<file path="config.mk">
export PLATFORM = sky130hd
export DESIGN_NAME = nand_dual_erase_seq
export DESIGN_NICKNAME = d
export VERILOG_FILES = /design/src/rtl/nde_pkg.sv /design/src/rtl/nde_bus_cycle.sv /design/src/rtl/nde_busy_wait.sv /design/src/rtl/nand_dual_erase_seq.sv
export SDC_FILE = /design/constraint.sdc
export NUM_CORES = 1
export LEC_CHECK = 0
export BUFFER_PORTS_ARGS = -buffer_cell sky130_fd_sc_hd__buf_4
export CORE_UTILIZATION = 48
export DETAILED_ROUTE_END_ITERATION = 6
export GPL_TIMING_DRIVEN = 0
export PLACE_DENSITY_LB_ADDON = 0.3
export SLEW_MARGIN = 20
export SYNTH_ARGS = -nofsm -noshare
export SYNTH_HDL_FRONTEND = slang
export SYNTH_HIERARCHICAL = 1
export SYNTH_SLANG_ARGS = --single-unit
</file>
<file path="constraint.sdc">
create_clock -name clk -period 4.55 [get_ports clk]
set_input_delay 0.2275 -clock clk [delete_from_list [all_inputs] [get_ports clk]]
set_output_delay 0.2275 -clock clk [all_outputs]
set_load 0.02 [all_outputs]
</file>
<file path="src/rtl/nde_pkg.sv">
package nde_pkg;

  localparam logic [7:0] OPC_SETUP = 8'h60;
  localparam logic [7:0] OPC_MID   = 8'hD1;
  localparam logic [7:0] OPC_GO    = 8'hD0;
  localparam logic [7:0] OPC_STAT  = 8'h70;
  localparam logic [7:0] OPC_PSTAT = 8'h78;

  typedef enum logic [2:0] {
    K_CMD, K_ADDR, K_READ, K_WAITRB, K_GAP, K_SKIP, K_BRANCH, K_END
  } kind_e;

  typedef enum logic [1:0] {TG_NONE, TG_SR, TG_P0, TG_P1} tgt_e;

  typedef struct packed {
    kind_e      kind;
    tgt_e       tgt;
    logic [7:0] data;
  } uop_t;

  localparam logic [4:0] STEP_END = 5'd25;

  // row address of a block: page bits 5:0 forced to zero
  function automatic logic [23:0] blk_row(logic [23:0] blk);
    return {blk[17:0], 6'b000000};
  endfunction

  function automatic logic [7:0] row_byte(logic [23:0] row, logic [1:0] idx);
    logic [23:0] sh;
    sh = row >> (5'd8 * {3'b000, idx});
    return sh[7:0];
  endfunction

  function automatic logic planes_ok(logic b0_lsb, logic b1_lsb);
    return !b0_lsb && b1_lsb;
  endfunction

  // micro-program of one dual erase request
  function automatic uop_t step_uop(logic [4:0] s, logic onfi,
                                    logic [23:0] r0, logic [23:0] r1);
    uop_t u;
    u.kind = K_END;
    u.tgt  = TG_NONE;
    u.data = 8'h00;
    case (s)
      5'd0, 5'd6:  begin u.kind = K_CMD; u.data = OPC_SETUP; end
      5'd1, 5'd2, 5'd3: begin
        u.kind = K_ADDR; u.data = row_byte(r0, 2'(s - 5'd1));
      end
      5'd4: begin
        u.kind = onfi ? K_CMD : K_GAP;
        u.data = onfi ? OPC_MID : 8'h00;
      end
      5'd5:  u.kind = onfi ? K_WAITRB : K_SKIP;
      5'd7, 5'd8, 5'd9: begin
        u.kind = K_ADDR; u.data = row_byte(r1, 2'(s - 5'd7));
      end
      5'd10: begin u.kind = K_CMD; u.data = OPC_GO; end
      5'd11: u.kind = K_WAITRB;
      5'd12: begin u.kind = K_CMD; u.data = OPC_STAT; end
      5'd13: begin u.kind = K_READ; u.tgt = TG_SR; end
      5'd14: u.kind = K_BRANCH;
      5'd15, 5'd20: begin u.kind = K_CMD; u.data = OPC_PSTAT; end
      5'd16, 5'd17, 5'd18: begin
        u.kind = K_ADDR; u.data = row_byte(r0, 2'(s - 5'd16));
      end
      5'd19: begin u.kind = K_READ; u.tgt = TG_P0; end
      5'd21, 5'd22, 5'd23: begin
        u.kind = K_ADDR; u.data = row_byte(r1, 2'(s - 5'd21));
      end
      5'd24: begin u.kind = K_READ; u.tgt = TG_P1; end
      default: u.kind = K_END;
    endcase
    return u;
  endfunction

endpackage

</file>
<file path="src/rtl/nde_bus_cycle.sv">
module nde_bus_cycle #(
  parameter int T_SU = 1,
  parameter int T_WP = 2,
  parameter int T_WH = 2
) (
  input  logic       clk,
  input  logic       rst_n,
  input  logic       start,
  input  logic       is_read,
  input  logic       is_addr,
  input  logic [7:0] wdata,
  input  logic [7:0] io_in,
  output logic       cle,
  output logic       ale,
  output logic       we_n,
  output logic       re_n,
  output logic [7:0] io_out,
  output logic       io_oe,
  output logic [7:0] rdata,
  output logic       done
);
  localparam int T_MAX = (T_SU > T_WP) ? ((T_SU > T_WH) ? T_SU : T_WH)
                                       : ((T_WP > T_WH) ? T_WP : T_WH);
  localparam int CW = $clog2(T_MAX + 1);

  typedef enum logic [1:0] {B_IDLE, B_SU, B_LO, B_HI} bph_e;
  bph_e          ph;
  logic [CW-1:0] cnt;
  logic          rd_l;
  logic          cnt_zero;

  assign cnt_zero = (cnt == '0);

  always_ff @(posedge clk or negedge rst_n) begin
    if (!rst_n) begin
      ph <= B_IDLE; cnt <= '0; rd_l <= 1'b0;
      cle <= 1'b0; ale <= 1'b0; we_n <= 1'b1; re_n <= 1'b1;
      io_out <= 8'h00; io_oe <= 1'b0; rdata <= 8'h00; done <= 1'b0;
    end else begin
      done <= 1'b0;
      case (ph)
        B_IDLE: if (start) begin
          ph     <= B_SU;
          cnt    <= CW'(T_SU - 1);
          rd_l   <= is_read;
          cle    <= !is_read && !is_addr;
          ale    <= !is_read && is_addr;
          io_out <= wdata;
          io_oe  <= !is_read;
        end
        B_SU: if (cnt_zero) begin
          ph  <= B_LO;
          cnt <= CW'(T_WP - 1);
          if (rd_l) re_n <= 1'b0;
          else      we_n <= 1'b0;
        end else cnt <= cnt - 1'b1;
        B_LO: if (cnt_zero) begin
          ph   <= B_HI;
          cnt  <= CW'(T_WH - 1);
          we_n <= 1'b1;
          re_n <= 1'b1;
          if (rd_l) rdata <= io_in;
        end else cnt <= cnt - 1'b1;
        default: if (cnt_zero) begin
          ph    <= B_IDLE;
          done  <= 1'b1;
          cle   <= 1'b0;
          ale   <= 1'b0;
          io_oe <= 1'b0;
        end else cnt <= cnt - 1'b1;
      endcase
    end
  end

  // command and address latches never both high
  a_r10_latch_excl: assert property (@(posedge clk) disable iff (!rst_n)
    !(cle && ale));
  // data held while the strobe is low and at its rise
  a_r10_data_hold: assert property (@(posedge clk) disable iff (!rst_n)
    (!we_n || $rose(we_n)) |-> ($stable(io_out) && io_oe && (cle || ale)));
  // read strobe only with latches and driver off
  a_r7_read_quiet: assert property (@(posedge clk) disable iff (!rst_n)
    !re_n |-> (!cle && !ale && !io_oe && we_n));
endmodule

</file>
<file path="src/rtl/nde_busy_wait.sv">
module nde_busy_wait #(
  parameter int BLANK_CYC = 8,
  parameter int GAP_CYC   = 16,
  parameter int TMO_CYC   = 2000
) (
  input  logic clk,
  input  logic rst_n,
  input  logic start,
  input  logic use_rb,
  input  logic rb_n,
  output logic done,
  output logic timeout
);
  localparam int CMAX = (BLANK_CYC > GAP_CYC) ? BLANK_CYC : GAP_CYC;
  localparam int CW   = $clog2(CMAX + 1);
  localparam int TW   = $clog2(TMO_CYC + 1);

  typedef enum logic [1:0] {W_IDLE, W_BLANK, W_RB, W_GAP} wph_e;
  wph_e          ph;
  logic [CW-1:0] cnt;
  logic [TW-1:0] tmo;
  logic          rb_m, rb_s;
  logic          rb_seen_ev;
  logic [CW-1:0] since;
  logic          rb_mode;

  assign rb_seen_ev = (ph == W_RB) && rb_s;

  always_ff @(posedge clk or negedge rst_n) begin
    if (!rst_n) begin
      rb_m <= 1'b1; rb_s <= 1'b1;
    end else begin
      rb_m <= rb_n; rb_s <= rb_m;
    end
  end

  always_ff @(posedge clk or negedge rst_n) begin
    if (!rst_n) begin
      ph <= W_IDLE; cnt <= '0; tmo <= '0; done <= 1'b0; timeout <= 1'b0;
      since <= '0; rb_mode <= 1'b0;
    end else begin
      done    <= 1'b0;
      timeout <= 1'b0;
      if (start) since <= '0;
      else if (since != CW'(CMAX)) since <= since + 1'b1;
      case (ph)
        W_IDLE: if (start) begin
          rb_mode <= use_rb;
          ph  <= use_rb ? W_BLANK : W_GAP;
          cnt <= use_rb ? CW'(BLANK_CYC - 1) : CW'(GAP_CYC - 1);
        end
        W_BLANK: if (cnt == '0) begin
          ph <= W_RB; tmo <= '0;
        end else cnt <= cnt - 1'b1;
        W_RB: if (rb_s) begin
          ph <= W_IDLE; done <= 1'b1;
        end else if (tmo == TW'(TMO_CYC - 1)) begin
          ph <= W_IDLE; done <= 1'b1; timeout <= 1'b1;
        end else tmo <= tmo + 1'b1;
        default: if (cnt == '0) begin
          ph <= W_IDLE; done <= 1'b1;
        end else cnt <= cnt - 1'b1;
      endcase
    end
  end

  // a ready seen by this unit never falls inside the blanking window
  a_r6_blank_window: assert property (@(posedge clk) disable iff (!rst_n)
    rb_seen_ev |-> (since >= CW'(BLANK_CYC)));
  // timeout only while the synchronised line still reads busy
  a_r9_tmo_busy: assert property (@(posedge clk) disable iff (!rst_n)
    timeout |-> (done && !$past(rb_s) && rb_mode));
  // a gap wait ends no earlier than GAP_CYC cycles after its start
  a_r5_gap_len: assert property (@(posedge clk) disable iff (!rst_n)
    (done && !rb_mode) |-> (since >= CW'(GAP_CYC - 1)));
endmodule

</file>
<file path="src/rtl/nand_dual_erase_seq.sv">
module nand_dual_erase_seq
  import nde_pkg::*;
#(
  parameter int BLK_W     = 18,
  parameter int T_SU      = 1,
  parameter int T_WP      = 2,
  parameter int T_WH      = 2,
  parameter int BLANK_CYC = 8,
  parameter int GAP_CYC   = 16,
  parameter int TMO_CYC   = 2000
) (
  input  logic             clk,
  input  logic             rst_n,
  input  logic             req_valid,
  output logic             req_ready,
  input  logic             req_onfi,
  input  logic [BLK_W-1:0] req_blk0,
  input  logic [BLK_W-1:0] req_blk1,
  output logic             done,
  output logic             done_fail,
  output logic [1:0]       done_plane_fail,
  output logic             done_timeout,
  output logic             done_reject,
  output logic             nand_cle,
  output logic             nand_ale,
  output logic             nand_we_n,
  output logic             nand_re_n,
  output logic [7:0]       nand_io_out,
  output logic             nand_io_oe,
  input  logic [7:0]       nand_io_in,
  input  logic             nand_rb_n
);
  typedef enum logic [1:0] {S_IDLE, S_ISSUE, S_WAIT} st_e;
  st_e         st;
  logic [4:0]  step;
  logic        onfi_l;
  logic [23:0] row0, row1;
  logic        sr0;
  logic [1:0]  pf;
  uop_t        cur;

  logic        bus_start, bus_done;
  logic [7:0]  bus_rdata;
  logic        wait_start, wait_done, wait_tmo;
  logic        accept_ev, reject_ev, finish_ev;

  assign cur        = step_uop(step, onfi_l, row0, row1);
  assign req_ready  = (st == S_IDLE);
  assign accept_ev  = req_ready && req_valid;
  assign reject_ev  = accept_ev && !planes_ok(req_blk0[0], req_blk1[0]);
  assign finish_ev  = (st == S_ISSUE) && (cur.kind == K_END);
  assign bus_start  = (st == S_ISSUE) &&
                      (cur.kind == K_CMD || cur.kind == K_ADDR || cur.kind == K_READ);
  assign wait_start = (st == S_ISSUE) && (cur.kind == K_WAITRB || cur.kind == K_GAP);

  always_ff @(posedge clk or negedge rst_n) begin
    if (!rst_n) begin
      st <= S_IDLE; step <= 5'd0; onfi_l <= 1'b0; row0 <= '0; row1 <= '0;
      sr0 <= 1'b0; pf <= 2'b00;
      done <= 1'b0; done_fail <= 1'b0; done_plane_fail <= 2'b00;
      done_timeout <= 1'b0; done_reject <= 1'b0;
    end else begin
      done <= 1'b0;
      case (st)
        S_IDLE: if (accept_ev) begin
          if (reject_ev) begin
            done <= 1'b1; done_reject <= 1'b1; done_fail <= 1'b0;
            done_plane_fail <= 2'b00; done_timeout <= 1'b0;
          end else begin
            st     <= S_ISSUE;
            step   <= 5'd0;
            onfi_l <= req_onfi;
            row0   <= blk_row(24'(req_blk0));
            row1   <= blk_row(24'(req_blk1));
            sr0    <= 1'b0;
            pf     <= 2'b00;
          end
        end
        S_ISSUE: case (cur.kind)
          K_SKIP:   step <= step + 5'd1;
          K_BRANCH: step <= sr0 ? step + 5'd1 : STEP_END;
          K_END: begin
            st <= S_IDLE; done <= 1'b1; done_fail <= sr0;
            done_plane_fail <= pf; done_timeout <= 1'b0; done_reject <= 1'b0;
          end
          default:  st <= S_WAIT;
        endcase
        default: begin
          if (bus_done) begin
            if (cur.kind == K_READ) begin
              case (cur.tgt)
                TG_SR:   sr0   <= bus_rdata[0];
                TG_P0:   pf[0] <= bus_rdata[0];
                TG_P1:   pf[1] <= bus_rdata[0];
                default: ;
              endcase
            end
            step <= step + 5'd1;
            st   <= S_ISSUE;
          end else if (wait_done) begin
            if (wait_tmo) begin
              st <= S_IDLE; done <= 1'b1; done_timeout <= 1'b1;
              done_fail <= 1'b0; done_plane_fail <= 2'b00; done_reject <= 1'b0;
            end else begin
              step <= step + 5'd1;
              st   <= S_ISSUE;
            end
          end
        end
      endcase
    end
  end

  nde_bus_cycle #(.T_SU(T_SU), .T_WP(T_WP), .T_WH(T_WH)) u_bus (
    .clk(clk), .rst_n(rst_n), .start(bus_start),
    .is_read(cur.kind == K_READ), .is_addr(cur.kind == K_ADDR),
    .wdata(cur.data), .io_in(nand_io_in),
    .cle(nand_cle), .ale(nand_ale), .we_n(nand_we_n), .re_n(nand_re_n),
    .io_out(nand_io_out), .io_oe(nand_io_oe), .rdata(bus_rdata), .done(bus_done)
  );

  nde_busy_wait #(.BLANK_CYC(BLANK_CYC), .GAP_CYC(GAP_CYC), .TMO_CYC(TMO_CYC)) u_wait (
    .clk(clk), .rst_n(rst_n), .start(wait_start), .use_rb(cur.kind == K_WAITRB),
    .rb_n(nand_rb_n), .done(wait_done), .timeout(wait_tmo)
  );

  // completion is a single-cycle pulse
  a_r11_done_pulse: assert property (@(posedge clk) disable iff (!rst_n)
    done |=> !done);
  // while accepting, the bus is quiet
  a_r1_idle_quiet: assert property (@(posedge clk) disable iff (!rst_n)
    req_ready |-> (nand_we_n && nand_re_n && !nand_cle && !nand_ale));
  // a reject carries no other result
  a_r2_reject_clean: assert property (@(posedge clk) disable iff (!rst_n)
    (done && done_reject) |-> (!done_fail && !done_timeout && done_plane_fail == 2'b00));
  // plane vector empty when the overall status passed
  a_r8_planes_on_fail: assert property (@(posedge clk) disable iff (!rst_n)
    (done && !done_fail) |-> (done_plane_fail == 2'b00));
  // timeout and erase failure are exclusive
  a_r9_tmo_excl: assert property (@(posedge clk) disable iff (!rst_n)
    (done && done_timeout) |-> (!done_fail && !done_reject));
  // the bus cycle engine is only started by an accepted request
  a_r1_start_busy: assert property (@(posedge clk) disable iff (!rst_n)
    (bus_start || wait_start) |-> !req_ready);
endmodule

</file>
==> metrics.md <==
| Metric | Value |
|---|---|
| Via-per-instance ratio | `5.80` |
| Crit path DAT | `4.37 ns` |
| Peak VDD IR | `0.320 mV` |
| Final worst-path cycle share | `90.1%` |
| Hold path startpoint | `req_blk1[6]` |
| Initial antenna violation count | `0` |
| Area of the core | `10500 um^2` |
| Critical path required time | `4.82 ns` |
| Largest net degree at the start of global routing | `96` |
| Rel. slew slack | `42.0%` |
| CTS tree | `done` |
| CTS resizes | `0` |
| Vias in the first global route | `4263` |
| Hold WC Path Type | `in2reg` |
| Seq pwr share | `33.4%` |
| TritonCTS buffer count | `9` |
| Final Critical Period | `4.10 ns` |
| Synth Net Count | `575` |
| Reg2reg end | `u_bus/cle` |
| Die width | `107 um` |
| PD cells | `682 nW/um^2` |
| Synth Instances | `512` |
| GRT Util Overall | `23.8%` |
| Row count | `37` |
| Startpoint types | `flop` |
| Fin. Hold Viols | `0` |
| Status | `completed` |
| Final Skew | `0.0187 ns` |
| Grt total ovfl | `0` |
| Final instance area | `6140 um^2` |
| Post-CTS setup repair buffer count | `0` |
| Max stage delay on crit path | `0.44 ns` |
| Switching Share | `42.9%` |
| Worst hold path cell count | `2` |
| First-pass GRT wire length | `21.2 mm` |
| Antenna Nets Post-Route | `0` |
| CP endpoint kind | `flop` |
| P_leak | `2.79 nW` |
| Most frequent cells in the layout | `dfrtp_1, buf_4, nand2_1` |
| Max Cap Viol | `0` |
| IO Port Bufs | `61` |
| Comb power frac | `52.3%` |
| Worst-Skew Late Latency | `0.39 ns` |
| CP Max Fanout | `10` |
| Boundary Pins | `69` |
| DIE HEIGHT | `107 um` |
| Reg2reg path depth | `13` |
| Maximum root-to-sink buffer count | `2` |
| Via count | `4217` |
| Starting Density | `50.4%` |
| Final wirelength | `12.4 mm` |
| WS Path Type | `reg2reg` |
| Router iterations before antenna repair | `5` |
| H-tree Lvls | `3` |
| Filler cells | `914` |
| CP delay by family, top | `simple AND/OR/NAND/NOR gates` |
| Worst reg2reg path startpoint | `step[0]` |
| Commonest non-fill, non-tap cell in the layout | `dfrtp_1` |
| Internal power | `0.00239 W` |
| N_diodes | `0` |
| Final Util | `58.7%` |
| Full die area | `11400 um^2` |
| GPL Wtd Cong | `0.890` |
| Worst hold endpoint | `row1[12]` |
| Post-DP Area | `5900 um^2` |
| Maximum clock rate | `0.244 GHz` |
| RSZ-0062 raised after global routing | `false` |
| CP max stage cell | `clkinv_1` |
| Final net count | `649` |
| Actual slew at the worst max-slew pin | `0.870 ns` |
| Share of cells above drive strength 1 | `26.4%` |
| Synthesized area per cell | `10.3 um^2` |
| Yosys warns | `6` |
| Critical Path, Cell by Cell | `clkbuf_1 > clkinv_1 > ha_1 > buf_6 > nor3_4 > nor2_1 > or3_1 > nor2_1 > nand2b_1 > a211oi_1 > and2b_4 > nor3_4 > mux2_2` |
| Setup_tns | `0 ns` |
| Clock tree sinks | `95` |
| Clk network pwr share | `14.3%` |
| Worst path buffer plus inverter count | `3` |
| Final Setup Violations | `0` |
| NetSw | `0.00180 W` |
| Slew Limit Fails | `0` |
| Residual DRC count | `0` |
| Hold slack | `0.0579 ns` |
| R2R setup slack | `0.45 ns` |
| Root buf cell | `clkbuf_8` |
| Post-Syn Area | `5270 um^2` |
| Area grow syn2layout | `16.6%` |
| Worst-path clk slew | `0.10 ns` |
| Avg WL per Cell | `17.1 um` |
| Hpwl dp | `8.96 mm` |
| 1st-iter DRT viols | `224` |
-- metal layers --
| layer | GRT usage [%] | vias to the layer above | share of wire, % |
|---|---|---|---|
| met5 | 0 | - | 0 |
| met4 | 9.88 | 0 | 2.0 |
| met3 | 4.38 | 19 | 4.4 |
| met2 | 37.1 | 108 | 47 |
| met1 | 32.5 | 2084 | 47 |
| li1 | - | 2006 | - |
-- power groups by stage --
stage                     sequential [W]  clock, W  combinational, W
after global placement           0.00139         0           0.00209
after floorplan                  0.00140         0           0.00157
after CTS                        0.00140  0.000615           0.00217
after detailed placement         0.00141         0           0.00215
final                            0.00140  0.000601           0.00219
after global routing             0.00144  0.000643           0.00243
-- cell type report --
type,instances,area (um^2),share of cell area (%)
multi-input combinational,374,2710,44.2
sequential,95,2380,38.8
timing repair buffer,63,482,7.84
tap,136,170,2.77
clock buffer,13,169,2.75
buffer,20,101,1.65
inverter,23,86.3,1.41
clock inverter,3,40.0,0.652
-- repair_timing --
item / in CTS / in global routing
hold buffers: 2 / 0
setup endpoints to repair: 0 / 0
hold endpoints to repair: 92 / 0
-- through the flow --
step / worst slack (ns) / power (W) / instances
2_1_floorplan: 1.14 / 0.00297 / 512
5_1_grt: 0.0582 / 0.00451 / 727
3_5_place_dp: 0.524 / 0.00357 / 709
4_1_cts: 0.480 / 0.00418 / 727
3_3_place_gp: 0.593 / 0.00348 / 709
6_report: 0.451 / 0.00419 / 727
-- worst max-delay path by stage --
stage | start | endpoint | slack [ns] | cells past startpoint
2_1_floorplan | step[0] | u_bus/ale | 1.14 | 13
4_1_cts | step[0] | u_bus/cle | 0.48 | 13
5_1_grt | step[0] | u_bus/cle | 0.06 | 13
3_5_place_dp | step[0] | u_bus/ale | 0.52 | 13
3_3_place_gp | step[0] | u_bus/cle | 0.59 | 13
6_report | step[0] | u_bus/cle | 0.45 | 13
-- state kept, by name (all words and copies together) (netlist names), 2 cells and up --
name,flops
row1,18
step,5
u_bus/io_out,8
u_bus/ph,2
done_plane_fail,2
st,2
u_wait/ph,2
row0,18
u_wait/cnt,5
u_wait/tmo,11
pf,2
u_bus/cnt,2
(Power assumes the default switching activity.)
